`src/rtl/bpg_pkg.sv`:
```
package bpg_pkg;

    localparam int FIELD_W        = 8;
    localparam int NUM_BANDS      = 16;
    localparam int UNITS_PER_BAND = 4;
    localparam int BAND_W         = $clog2(NUM_BANDS);
    localparam int LOCAL_W        = $clog2(UNITS_PER_BAND);
    localparam int POL_OFFSET     = NUM_BANDS * UNITS_PER_BAND;
    localparam int DATA_W         = 2 * FIELD_W;

    typedef struct packed {
        logic [FIELD_W-1:0] im;
        logic [FIELD_W-1:0] re;
    } beamlet_t;

    typedef struct packed {
        logic valid;
        logic sop;
        logic eop;
        logic sync;
    } strm_ctl_t;

    function automatic logic [FIELD_W-1:0] unit_code(
        input logic               pol,
        input logic [BAND_W-1:0]  band,
        input logic [LOCAL_W-1:0] lu
    );
        int code;
        code = (pol ? POL_OFFSET : 0) + int'(band) * UNITS_PER_BAND + int'(lu);
        return FIELD_W'(code);
    endfunction

endpackage

```
`src/rtl/bpg_seq.sv`:
```
module bpg_seq #(
    parameter int NUM_BEAMLETS    = 256,
    parameter int BLOCKS_PER_SYNC = 32,
    localparam int IDX_W = $clog2(NUM_BEAMLETS),
    localparam int BLK_W = (BLOCKS_PER_SYNC > 1) ? $clog2(BLOCKS_PER_SYNC) : 1
) (
    input  logic             clk,
    input  logic             rst,
    input  logic             en,
    output logic             running,
    output logic [IDX_W-1:0] samp_idx,
    output logic [BLK_W-1:0] blk_idx,
    output logic             blk_start
);

    localparam logic [IDX_W-1:0] LAST_SAMP = IDX_W'(NUM_BEAMLETS - 1);
    localparam logic [BLK_W-1:0] LAST_BLK  = BLK_W'(BLOCKS_PER_SYNC - 1);

    logic at_last;

    assign at_last   = running && (samp_idx == LAST_SAMP);
    assign blk_start = en && (!running || at_last);

    always_ff @(posedge clk) begin
        if (rst) begin
            running  <= 1'b0;
            samp_idx <= '0;
            blk_idx  <= '0;
        end else if (!running) begin
            samp_idx <= '0;
            blk_idx  <= '0;
            running  <= en;
        end else if (at_last) begin
            samp_idx <= '0;
            if (en) begin
                blk_idx <= (blk_idx == LAST_BLK) ? '0 : blk_idx + 1'b1;
            end else begin
                running <= 1'b0;
                blk_idx <= '0;
            end
        end else begin
            samp_idx <= samp_idx + 1'b1;
        end
    end

endmodule

```
`src/rtl/bpg_id.sv`:
```
module bpg_id
    import bpg_pkg::*;
(
    input  logic               clk,
    input  logic               rst,
    input  logic               load,
    input  logic               pol,
    input  logic [BAND_W-1:0]  band,
    input  logic [LOCAL_W-1:0] lu,
    output logic [FIELD_W-1:0] id_q
);

    always_ff @(posedge clk) begin
        if (rst) begin
            id_q <= '0;
        end else if (load) begin
            id_q <= unit_code(pol, band, lu);
        end
    end

endmodule

```
`src/rtl/bpg_framer.sv`:
```
module bpg_framer
    import bpg_pkg::*;
#(
    parameter int NUM_BEAMLETS    = 256,
    parameter int BLOCKS_PER_SYNC = 32,
    localparam int IDX_W = $clog2(NUM_BEAMLETS),
    localparam int BLK_W = (BLOCKS_PER_SYNC > 1) ? $clog2(BLOCKS_PER_SYNC) : 1
) (
    input  logic               running,
    input  logic [IDX_W-1:0]   samp_idx,
    input  logic [BLK_W-1:0]   blk_idx,
    input  logic [FIELD_W-1:0] id_q,
    output strm_ctl_t          ctl,
    output beamlet_t           smp
);

    always_comb begin
        ctl.valid = running;
        ctl.sop   = running && (samp_idx == '0);
        ctl.eop   = running && (samp_idx == IDX_W'(NUM_BEAMLETS - 1));
        ctl.sync  = ctl.sop && (blk_idx == '0);
        smp.im    = id_q;
        smp.re    = FIELD_W'(samp_idx);
    end

endmodule

```
`src/rtl/beamlet_pattern_gen.sv`:
```
module beamlet_pattern_gen
    import bpg_pkg::*;
#(
    parameter int NUM_BEAMLETS  = 256,
    parameter int PRE_TRANSPOSE = 16,
    parameter int SYNC_GROUPS   = 2
) (
    input  logic               clk,
    input  logic               rst,
    input  logic               cfg_enable,
    input  logic               cfg_pol,
    input  logic [BAND_W-1:0]  cfg_band,
    input  logic [LOCAL_W-1:0] cfg_local,
    output logic               dv_valid,
    output logic               dv_sop,
    output logic               dv_eop,
    output logic               dv_sync,
    output logic [DATA_W-1:0]  dv_data
);

    localparam int BLOCKS_PER_SYNC = PRE_TRANSPOSE * SYNC_GROUPS;
    localparam int IDX_W = $clog2(NUM_BEAMLETS);
    localparam int BLK_W = (BLOCKS_PER_SYNC > 1) ? $clog2(BLOCKS_PER_SYNC) : 1;

    logic               running;
    logic [IDX_W-1:0]   samp_idx;
    logic [BLK_W-1:0]   blk_idx;
    logic               blk_start;
    logic [FIELD_W-1:0] id_q;
    strm_ctl_t          ctl;
    beamlet_t           smp;

    bpg_seq #(
        .NUM_BEAMLETS   (NUM_BEAMLETS),
        .BLOCKS_PER_SYNC(BLOCKS_PER_SYNC)
    ) u_seq (
        .clk      (clk),
        .rst      (rst),
        .en       (cfg_enable),
        .running  (running),
        .samp_idx (samp_idx),
        .blk_idx  (blk_idx),
        .blk_start(blk_start)
    );

    bpg_id u_id (
        .clk (clk),
        .rst (rst),
        .load(blk_start),
        .pol (cfg_pol),
        .band(cfg_band),
        .lu  (cfg_local),
        .id_q(id_q)
    );

    bpg_framer #(
        .NUM_BEAMLETS   (NUM_BEAMLETS),
        .BLOCKS_PER_SYNC(BLOCKS_PER_SYNC)
    ) u_framer (
        .running (running),
        .samp_idx(samp_idx),
        .blk_idx (blk_idx),
        .id_q    (id_q),
        .ctl     (ctl),
        .smp     (smp)
    );

    assign dv_valid = ctl.valid;
    assign dv_sop   = ctl.sop;
    assign dv_eop   = ctl.eop;
    assign dv_sync  = ctl.sync;
    assign dv_data  = smp;

endmodule

```
`config.mk`:
```
export PLATFORM = sky130hd
export DESIGN_NAME = beamlet_pattern_gen
export DESIGN_NICKNAME = d
export VERILOG_FILES = /design/src/rtl/bpg_pkg.sv /design/src/rtl/bpg_seq.sv /design/src/rtl/bpg_id.sv /design/src/rtl/bpg_framer.sv /design/src/rtl/beamlet_pattern_gen.sv
export SDC_FILE = /design/constraint.sdc
export NUM_CORES = 1
export LEC_CHECK = 0
export BUFFER_PORTS_ARGS = -buffer_cell sky130_fd_sc_hd__buf_4
export CORE_MARGIN = 2
export CORE_UTILIZATION = 45
export CTS_CLUSTER_SIZE = 14
export DETAILED_ROUTE_END_ITERATION = 8
export GPL_ROUTABILITY_DRIVEN = 0
export HOLD_SLACK_MARGIN = 0.12
export PLACE_DENSITY = 0.72
export SLEW_MARGIN = 5
export SYNTH_ARGS = -nofsm -noshare
export SYNTH_HDL_FRONTEND = slang
export SYNTH_SLANG_ARGS = --single-unit
```
`constraint.sdc`:
```
create_clock -name clk -period 2.8 [get_ports clk]
set_clock_uncertainty 0.05 [all_clocks]
set_input_delay 0 -clock clk [delete_from_list [all_inputs] [get_ports clk]]
set_output_delay 0 -clock clk [all_outputs]
set_load 0.01 [all_outputs]
```
**Word-level counts from Yosys, hierarchy flattened**

Index checks and enable logic that the tools add are counted.
W data, S select, Z words.

- Register bits: 22
- Bits of input ports: 10
- Output and inout port bits: 20
- Logic and storage cells: 27

- $add $sub $neg: 4
- Eq/ne operators: 2
- Mux-type cells: 6
- Bitwise logic cells: 1
- Reduce and logical (&&, ||, !) cells: 10

Operator list:

| operator | count |
|---|---|
| $mux W5 | 2 |
| $add A8 B1 Y8 const B | 1 |
| $add A8 B3 Y8 | 1 |
| $add A8 B7 Y8 | 1 |
| $eq A8 B8 Y1 const B | 1 |
| $logic_not A8 Y1 | 1 |
| $mux W7 | 1 |
| $add A5 B1 Y5 const B | 1 |
| $eq A5 B5 Y1 const B | 1 |
| $logic_not A5 Y1 | 1 |
| $logic_and A1 B1 Y1 | 4 |
| $mux W1 | 3 |
| $reduce_or A3 Y1 | 1 |
| $reduce_or A2 Y1 | 1 |
| $logic_not A1 Y1 | 1 |
| $logic_or A1 B1 Y1 | 1 |
| $not A1 Y1 | 1 |

**Logic depth before layout (Yosys ltp)**

Gate-level depths: netlist of run 1.

- Depth in word-level cells: 4
- Depth in mapped cells: 6

**By module**

From an unflattened synthesis of run 1, not the netlist that was laid out.

- Cells, all modules: 132
- Area, all modules: 1,166.1 µm²

Modules (own cells, without submodules):

| module | instances | cells an instance | area an instance (µm²) |
|---|---|---|---|
| bpg_seq | 1 | 80 | 700.7 |
| bpg_id | 1 | 24 | 259.0 |
| bpg_framer | 1 | 28 | 206.4 |

**Worst setup path before layout of run 1**

OpenSTA, ideal clock, no wires.

- Path kind: reg2reg
- Start: reg u_seq.blk_idx[0]
- End: reg u_seq.blk_idx[3]
- Setup time: 0.092 ns
- Arrival time: 1.558 ns
- Slack: 1.099 ns
- Stages on the path, launching flop included: 6
- Path buffers: 0
- Clock period less this slack: 1.701 ns
- Cells stage by stage: dfxtp_1 -> ha_1 -> and3_1 -> ha_1 -> or4_1 -> o32ai_1

- Cells in the longest elaborated chain, start to end: 3
- Elaborated cells on any way between the ends: 4
- Classes of those cells: add/sub (1); eq/ne (1); mux (2)

RTL lines:

| item | RTL line | source |
|---|---|---|
| start, declared | bpg_seq.sv:12 | `output logic [BLK_W-1:0] blk_idx,` |
| start signal, assigned | bpg_seq.sv:36 | `blk_idx <= (blk_idx == LAST_BLK) ? '0 : blk_idx + 1'b1;` |
| $add A5 B1 Y5 or $eq A5 B5 Y1 (tied branches) | bpg_seq.sv:36 |  |
| $mux W5 * | bpg_seq.sv:36 |  |
| $mux W5 * | bpg_seq.sv:35 | `if (en) begin` |

Mark *: on every way between the ends. The rest lies on a longest branch, timed or not.
A chain may end at the register's enable or synchronous reset.

**Worst setup path in the final report of run 1**

- Start: reg u_seq.samp_idx[0]
- End: reg u_id.id_q[3]

- Cells in the longest elaborated chain, start to end: 4

RTL lines:

| item | RTL line | source |
|---|---|---|
| start, declared | bpg_seq.sv:11 | `output logic [IDX_W-1:0] samp_idx,` |
| start signal, assigned | bpg_seq.sv:42 | `samp_idx <= samp_idx + 1'b1;` |
| $eq A8 B8 Y1 | bpg_seq.sv:21 | `assign at_last = running && (samp_idx == LAST_SAMP);` |
| $logic_and A1 B1 Y1 | bpg_seq.sv:21 |  |
| $logic_or A1 B1 Y1 | bpg_seq.sv:22 | `assign blk_start = en && (!running \|\| at_last);` |
| $logic_and A1 B1 Y1 | bpg_seq.sv:22 |  |
| end signal, assigned | bpg_id.sv:17 | `id_q <= unit_code(pol, band, lu);` |
| end, declared | bpg_id.sv:10 | `output logic [FIELD_W-1:0] id_q` |

Every way passes these cells.

==> results of run 1 <==
placed cells by master, fill, tap and decap left out, types with 3 or more instances in the layout:
| cell | Yosys | layout |
|---|---|---|
| nand2b_1 | 16 | 16 |
| o21ai_0 | 4 | 4 |
| clkbuf_4 | 0 | 3 |
| mux2i_1 | 7 | 7 |
| dlygate4sd3_1 | 0 | 20 |
| nand3_1 | 3 | 3 |
| nand2_1 | 3 | 3 |
| dfxtp_1 | 21 | 21 |
| a21oi_1 | 7 | 7 |
| nor2_1 | 5 | 5 |
| and3_1 | 3 | 3 |
| nand4_1 | 5 | 5 |
| ha_1 | 5 | 5 |
| buf_4 | 1 | 28 |
| inv_1 | 4 | 4 |
flip-flops by register name, summed over array words and instances (netlist names):
signal	flops
u_id.id_q	7
u_seq.blk_idx	5
u_seq.running	1
u_seq.samp_idx	8
power by group through the flow:
stage / Clock, mW / Sequential [mW] / Combinational [mW]
global route: 0.164 / 0.319 / 0.107
floorplan: 0 / 0.326 / 0.0348
global placement: 0 / 0.323 / 0.0720
detailed placement: 0 / 0.324 / 0.0737
CTS: 0.152 / 0.317 / 0.0967
finish: 0.144 / 0.317 / 0.0987
stage by stage:
step | setup WS [ps] | area [um2]
6_report | 553 | 1550
5_1_grt | 451 | 1550
4_1_cts | 596 | 1550
3_5_place_dp | 991 | 1330
3_3_place_gp | 1060 | 1330
2_1_floorplan | 1100 | 1120
what timing repair did:
action	CTS	global route
hold buffers	20	0
hold endpoints to repair	11	0
buffers inserted	0	0
setup endpoints to repair	0	0
synthesized netlist by cell type, types with 2 or more instances:
master / n
dfxtp_1: 21
clkbuf_1: 2
nor3b_1: 2
mux2i_1: 7
a21oi_1: 7
o21ai_0: 4
nand2b_1: 16
and3_1: 3
buf_2: 2
nand3_1: 3
nor2_1: 5
a311oi_1: 2
nand3b_1: 2
and4_1: 2
and4b_1: 2
nand4_1: 5
nor2b_1: 2
inv_1: 4
nand2_1: 3
ha_1: 5
final cells by class:
type,instances,area share (%)
Clock buffer,3,1.45
Inverter,5,1.21
Sequential cell,21,27.1
Multi-Input combinational cell,88,41.1
Tap cell,30,2.42
Timing Repair Buffer,48,26.4
Clock inverter,1,0.322
path summary, 6_finish.rpt:
path | end | cells past startpoint | slack (ps)
setup / recovery | u_id.id_q[3] | 5 | 550
hold / removal | u_id.id_q[2] | 2 | 440
setup reg to reg | u_id.id_q[3] | 5 | 550
hold reg to reg | u_id.id_q[2] | 2 | 440
layer usage:
metal	part of all wire, %	routed length [um]	global-route usage, %	vias to the layer above
met3	3.2	87	2.78	2
met5	0	0	0	-
met4	0.70	19	8.12	0
met1	45	1230	26.7	483
li1	-	-	-	530
met2	51	1370	31.9	16
worst max-delay path, stage by stage, from the launching register on:
cell and delay, ps:
dfxtp_1 440, ha_1 350, nand4_4 200, o22ai_4 360, mux2i_1 240, dlygate4sd3_1 570
cells by family (layout without fill, tap and decap cells):
logic type,after synthesis,after routing
xor gates and xnor gates,2,2
muxes,7,7
other,1,1
adders and majority gates,5,5
AOI/OAI and AO/OA,21,21
and+or+nand+nor,52,52
buffers and inverters,12,57
DFF,21,21
==> impl_metrics.json, run 1 <==
{
  "outcome": "complete, no violations",
  "syn-num-nets": 136,
  "syn_to_final_growth_pct": 38.8,
  "synthTopCellsByArea": "dfxtp_1 38%, nand2b_1 8.9%, mux2i_1 6.3%",
  "syn_area_mm2": 0.00112,
  "firstDrtPassIters": 4,
  "clk_pin_slew_ps": 120,
  "grt_overflow": 0,
  "timing.rr.start": "u_seq.samp_idx[0]",
  "hold_ws_ps": 442,
  "power_mw": 0.560,
  "synthSimpleGateAreaFrac_pct": 30.4,
  "htreeDepth": 1,
  "die_h_um": 53.9,
  "synth_compound_area_share_pct": 13.0,
  "vias": 1031,
  "synth_ff_type": "dfxtp_1",
  "die-width_um": 53.9,
  "start_util_pct": 46.5,
  "nets": 182,
  "wl_per_cell_um": 13.8,
  "num_rows": 18,
  "synth_fa_ha_area_share_pct": 5.59,
  "leakage_nw": 0.646,
  "diodes": 0,
  "period_minus_slack_ps": 2250,
  "drive_above_1_share_pct": 21.1,
  "grt_pass1_wl_mm": 4.17,
  "path_max_fanout": 7,
  "cts_tree": "done",
  "multi_input_area_um2": 639,
  "seq_area_frac_synth_pct": 37.5,
  "grt_pass1_vias": 907,
  "ir_drop_uv": 309,
  "startpoint": "u_seq.samp_idx[0]",
  "clock.fmax_mhz": 445,
  "syn_avg_cell_area_um2": 9.25,
  "synth_cells": 121,
  "comb_power_share_pct": 17.6,
  "drc": 0,
  "tns_ps": 0,
  "io-pin-count": 30,
  "yosys_warnings": 0,
  "routed_wl_mm": 2.71,
  "finalSetupViolCount": 0,
  "switchingPower_mw": 0.139,
  "n_fill_cell": 181,
  "async_flop_share_pct": 0,
  "power_frac_clock_pct": 25.8,
  "cts_resized": 0,
  "worstSetupPathType": "reg -> reg",
  "ys_ff_latch": 21,
  "dp.cells": 172,
  "sw_frac_of_total_pct": 24.9,
  "antenna_found_initial": 0,
  "hold_viol_final": 0,
  "startpoint_type": "flip-flop",
  "cts.sinks": 21,
  "numCtsBuffers": 3,
  "die_area_mm2": 0.00290,
  "yosysTopAreaCellShare_pct": 37.5,
  "routed_via_density": 5.26,
  "slew_viol_final": 0,
  "powerDensity_mw_per_mm2": 361,
  "maxCapViolations": 0,
  "drt-initial-drc-count": 17,
  "cp.required_ps": 3010,
  "relSlewSlack_pct": 64.5,
  "worstPathArrival_ps": 2450,
  "finalCritPeriodShare_pct": 80.3,
  "synth.distinct_cells": 42,
  "holdCritStartpoint": "u_id.id_q[2]",
  "fin_cells": 196,
  "p_seq_share_pct": 56.6,
  "ant_nets": 0,
  "grt_max_degree": 18,
  "core_area_mm2": 0.00241,
  "rsz0062_at_grt": "false",
  "hold_path.class": "reg -> reg",
  "synth_top_family_by_area": "simple AND/OR/NAND/NOR gates",
  "muxShareOfSynthArea_pct": 6.26,
  "gr-usage-all-layers_pct": 19.9,
  "final_util_pct": 64.5,
  "max_slew.worst_pin.slew_ps": 533,
  "cts_root_buf": "clkbuf_4",
  "portBuffers": 28,
  "post-dp-hpwl_mm": 1.72,
  "clkLatencyLatePin_ps": 300,
  "seq_area_um2": 420,
  "synth-xor-area-share_pct": 1.56,
  "intPower_mw": 0.421,
  "setup.worst_path.end_class": "flip-flop",
  "cts_max_path_buffers": 2,
  "synth_largest_area_cell": "dfxtp_1",
  "synth_edf_count": 0
}
(Power assumes the default switching activity.)
==> run 2: changes to the inputs <==
- PLACE_DENSITY: 0.72 -> 0.75
- clock period: 2.8 -> 1.9 ns (I/O delays scaled with it)
==> impl_metrics.json, run 2 (synthesis results as in run 1) <==
{
  "r2r_slack_ps": 90,
  "fin_cells": 191,
  "numCtsBuffers": 3,
  "routed_via_density": 5.47,
  "n_fill_cell": 199,
  "gr-usage-all-layers_pct": 21.3,
  "grt_overflow": 0,
  "period_minus_slack_ps": 1810,
  "outcome": "complete, no violations",
  "cts.sinks": 21,
  "place_ws_ps": 118,
  "finalSetupViolCount": 0,
  "maxUsedRoutingLayer": "met4",
  "htreeDepth": 1,
  "worstPathArrival_ps": 1990,
  "grt_pass1_vias": 1025,
  "dp.cells": 172,
  "path_max_fanout": 4,
  "holdCritStartpoint": "u_id.id_q[6]",
  "reg2reg_to": "u_seq.blk_idx[3]",
  "io-pin-count": 30,
  "layout_commonest_cell": "buf_4",
  "drive_above_1_share_pct": 23.6,
  "vias": 1044,
  "largest_reg_flops": 8,
  "num_rows": 18,
  "ant_nets": 0,
  "setup_slack_ps": 93.7,
  "slew_viol_final": 0,
  "start_util_pct": 46.5,
  "routed_wl_mm": 2.60,
  "wirelength_met1_mm": 1.16,
  "relSlewSlack_pct": 60.1,
  "hold_end": "u_id.id_q[6]",
  "setup.worst_path.end_class": "flip-flop",
  "top_regs": "u_seq.samp_idx: 8 flops, u_id.id_q: 7 flops, u_seq.blk_idx: 5 flops",
  "post-dp-hpwl_mm": 1.69,
  "power_mw": 0.818,
  "wl_per_cell_um": 13.6,
  "drt-initial-drc-count": 15,
  "portBuffers": 28,
  "finalCritPeriodShare_pct": 95.1,
  "regMostFlops": "u_seq.samp_idx",
  "diodes": 0,
  "cts_root_buf": "clkbuf_4",
  "die_h_um": 53.9,
  "syn_to_final_growth_pct": 35.3,
  "die_area_mm2": 0.00290,
  "final_util_pct": 62.9,
  "max_slew.worst_pin.slew_ps": 598,
  "ir_drop_uv": 544,
  "clock.fmax_mhz": 554,
  "grt_max_degree": 18,
  "worstSetupPathType": "reg -> reg",
  "hold_path.class": "reg -> reg",
  "antenna_found_initial": 0,
  "min_path_cells": 2,
  "met3_length_um": 87,
  "nets": 177,
  "final_cell_mix": "28 x buf_4, 21 x dfxtp_1, 16 x nand2b_1",
  "grt_pass1_wl_mm": 4.46,
  "timing.rr.start": "u_seq.blk_idx[0]",
  "drc": 0,
  "powerDensity_mw_per_mm2": 540,
  "maxCapViolations": 0,
  "leakage_nw": 0.611,
  "met2_length_mm": 1.31,
  "firstDrtPassIters": 4,
  "core_area_mm2": 0.00241,
  "clk_pin_slew_ps": 120,
  "cts_tree": "done",
  "clkLatencyLatePin_ps": 310,
  "die-width_um": 53.9,
  "startpoint_type": "flip-flop",
  "hold_viol_final": 0,
  "reg2reg_depth": 5,
  "cts_max_path_buffers": 2,
  "cp.required_ps": 2080
}
==> run 2: cell types whose count changed in the layout (fill, tap and decap cells not counted), sizes merged <==
cell | previous run | this run
dlygate4sd3 | 20 | 15
==> run 2: worst max path at each step <==
| stage | to | start |
|---|---|---|
| floorplan | u_seq.blk_idx[3] | u_seq.blk_idx[0] |
| global placement | u_seq.blk_idx[3] | u_seq.blk_idx[0] |
| detailed placement | u_seq.blk_idx[3] | u_seq.blk_idx[0] |
| CTS | dv_eop | u_seq.samp_idx[0] |
| global route | u_seq.blk_idx[3] | u_seq.blk_idx[0] |
| finish | u_seq.blk_idx[3] | u_seq.blk_idx[0] |
==> run 2: layer usage <==
metal,GRT usage (%),vias to the layer above
li1,-,517
met1,27.7,503
met2,34.3,20
met3,2.78,4
met4,10.7,0
met5,0,-
==> run 2: stage by stage <==
| step | hold slack (ps) | TNS [ps] | instance area [um2] |
|---|---|---|---|
| 2_1_floorplan | 105 | 0 | 1120 |
| 3_3_place_gp | 216 | 0 | 1330 |
| 3_5_place_dp | 226 | 0 | 1330 |
| 4_1_cts | 441 | 0 | 1500 |
| 5_1_grt | 469 | -6.12 | 1520 |
| 6_report | 432 | 0 | 1520 |
==> run 2: layout make-up <==
class / instances / area [um2] / area share [%]
timing repair buffer: 43 / 360 / 23.8
sequential: 21 / 420 / 27.7
tap: 30 / 37.5 / 2.48
clock inverter: 1 / 5.00 / 0.330
inverter: 5 / 18.8 / 1.24
clock buffer: 3 / 22.5 / 1.49
multi-input combinational: 88 / 651 / 42.9
==> run 2: critical path, stage by stage (launching register included) <==
cell	delay (ps)
dfxtp_1	350
ha_1	220
and3_1	180
ha_1	200
or4_1	520
o32ai_2	200
==> run 2: repair_timing <==
item,4_1_cts,5_1_grt
hold buffers,15,0
endpoints found under the setup margin,0,2
endpoints found under the hold margin,10,0
setup buffers,0,0
resized for setup,0,3
==> run 2: report_power, final <==
part | internal (mW) | leakage [nW] | switching (mW)
registers | 0.454 | 0.171 | 0.0127
logic | 0.0790 | 0.422 | 0.0551
clock network | 0.0787 | 0.0177 | 0.139
==> run 3: changes to the inputs <==
- CAP_MARGIN: not set -> 20
- CTS_BUF_LIST: not set -> sky130_fd_sc_hd__clkbuf_4
- PLACE_DENSITY: 0.75 -> 0.72
- clock period: 1.9 -> 2.33 ns (I/O delays scaled with it)
==> impl_metrics.json, run 3 (synthesis results as in run 1) <==
{
  "outcome": "complete, no violations",
  "power_mw": 0.694,
  "relSlewSlack_pct": 64.9,
  "antenna_found_initial": 0,
  "cts_resized": 0,
  "ir_drop_uv": 401,
  "hold_ws_ps": 453,
  "max_stage_delay_ps": 590,
  "cts_root_buf": "clkbuf_4",
  "crit_chain": "ha_1 -> nand4_4 -> o22ai_4 -> mux2i_1 -> dlygate4sd3_1",
  "intPower_mw": 0.523,
  "clock.fmax_mhz": 446,
  "grt_pass1_vias": 970,
  "slew_viol_final": 0,
  "p_seq_share_pct": 55.0,
  "hold_end": "u_seq.blk_idx[4]",
  "max_slew.worst_pin.slew_ps": 526,
  "die_h_um": 53.9,
  "routed_via_density": 5.42,
  "cts_max_path_buffers": 2,
  "switchingPower_mw": 0.171,
  "min_path_cells": 2,
  "top_regs": "u_seq.samp_idx: 8 flops, u_id.id_q: 7 flops, u_seq.blk_idx: 5 flops",
  "r2r_slack_ps": 90,
  "clkLatencyLatePin_ps": 310,
  "gr-usage-all-layers_pct": 20.3,
  "worstSetupPathType": "reg -> reg",
  "startpoint_type": "flip-flop",
  "wl_per_cell_um": 14.1,
  "layout_commonest_cell": "buf_4",
  "multi_input_area_um2": 639,
  "core_area_mm2": 0.00241,
  "nets": 184,
  "leakage_nw": 0.656,
  "grt_max_degree": 18,
  "fin_cells": 198,
  "largest_reg_flops": 8,
  "diodes": 0,
  "seq_area_um2": 420,
  "finalCritPeriodShare_pct": 96.2,
  "n_fill_cell": 180,
  "die_area_mm2": 0.00290,
  "dp.cells": 172,
  "startpoint": "u_seq.samp_idx[0]",
  "vias": 1074,
  "syn_to_final_growth_pct": 40.8,
  "cts_tree": "done",
  "cts.sinks": 21,
  "hold_viol_final": 0,
  "holdCritStartpoint": "u_seq.blk_idx[4]",
  "drt-initial-drc-count": 11,
  "drc": 0,
  "firstDrtPassIters": 4,
  "path_max_fanout": 7,
  "final_cell_mix": "28 x buf_4, 22 x dlygate4sd3_1, 21 x dfxtp_1",
  "clk_pin_slew_ps": 120,
  "routed_wl_mm": 2.79,
  "finalSetupViolCount": 0,
  "io-pin-count": 30,
  "ant_nets": 0,
  "timing.rr.start": "u_seq.samp_idx[0]",
  "drive_above_1_share_pct": 20.8,
  "crit_slowest_cell": "dlygate4sd3_1",
  "maxCapViolations": 0,
  "grt_overflow": 0,
  "rsz0062_at_grt": "false",
  "grt_pass1_wl_mm": 4.28,
  "setup.worst_path.end_class": "flip-flop",
  "numCtsBuffers": 3,
  "comb_power_share_pct": 17.5,
  "sw_frac_of_total_pct": 24.6,
  "tns_ps": 0,
  "reg2reg_to": "u_id.id_q[3]",
  "post-dp-hpwl_mm": 1.76,
  "hold_path.class": "reg -> reg",
  "worstPathArrival_ps": 2450,
  "period_minus_slack_ps": 2240,
  "powerDensity_mw_per_mm2": 440,
  "cp.required_ps": 2540,
  "portBuffers": 28,
  "power_frac_clock_pct": 27.5,
  "die-width_um": 53.9,
  "reg2reg_depth": 5,
  "htreeDepth": 1,
  "start_util_pct": 46.5,
  "regMostFlops": "u_seq.samp_idx",
  "num_rows": 18
}
run 3: cell count changes in the layout (fill, tap and decap cells not counted), sizes merged:
cell         before  now
dlygate4sd3      15   22
clkbuf            3    4
clkinv            1    0
run 3: worst max-delay path by stage:
stage / to / cells past startpoint
after floorplan: u_seq.blk_idx[3] / 5
after global placement: u_seq.blk_idx[3] / 5
after detailed placement: u_seq.blk_idx[3] / 5
after CTS: u_id.id_q[5] / 5
after global routing: u_id.id_q[5] / 5
final: u_id.id_q[3] / 5
run 3: stage by stage:
step / util [%] / setup slack (ps) / cell area, um2
after floorplan: - / 629 / 1120
after global placement: 55.0 / 594 / 1330
after detailed placement: 55.0 / 519 / 1330
after CTS: 65.4 / 149 / 1580
after global routing: 65.4 / 1.87 / 1580
final: 65.4 / 87.9 / 1580
run 3: power by group through the flow:
stage / clock [mW] / sequential (mW) / combinational, mW
floorplan: 0 / 0.392 / 0.0419
global placement: 0 / 0.388 / 0.0865
global route: 0.209 / 0.383 / 0.131
CTS: 0.193 / 0.381 / 0.119
finish: 0.191 / 0.382 / 0.121
detailed placement: 0 / 0.388 / 0.0885
run 3: cell type report:
cell class / instances / share of cell area (%)
Multi-Input combinational cell: 88 / 40.6
Timing Repair Buffer: 50 / 27.3
Sequential cell: 21 / 26.7
Tap cell: 30 / 2.38
Clock buffer: 4 / 1.90
Inverter: 5 / 1.19
run 3: what timing repair did:
action                                 in CTS  in global routing
hold buffers                               22                  0
buffers inserted                            0                  0
endpoints found under the hold margin      10                  0
setup endpoints to repair                   0                  0
run 3: layer usage:
layer	vias to the layer above	wire (um)	part of all wire [%]	track usage, %
met5	-	0	0	0
met4	0	55	2.0	9.40
met3	6	105	3.8	2.50
met2	25	1420	51	34.1
met1	513	1210	43	25.7
li1	530	-	-	-
run 3: worst max-delay path, delay by kind of cell (launching register included):
family / cells / cell delay, ps
adders and majority gates: 1 / 330
buffers and inverters: 1 / 590
AOI/OAI and AO/OA: 1 / 360
DFF: 1 / 440
and+or+nand+nor: 1 / 190
muxes: 1 / 230
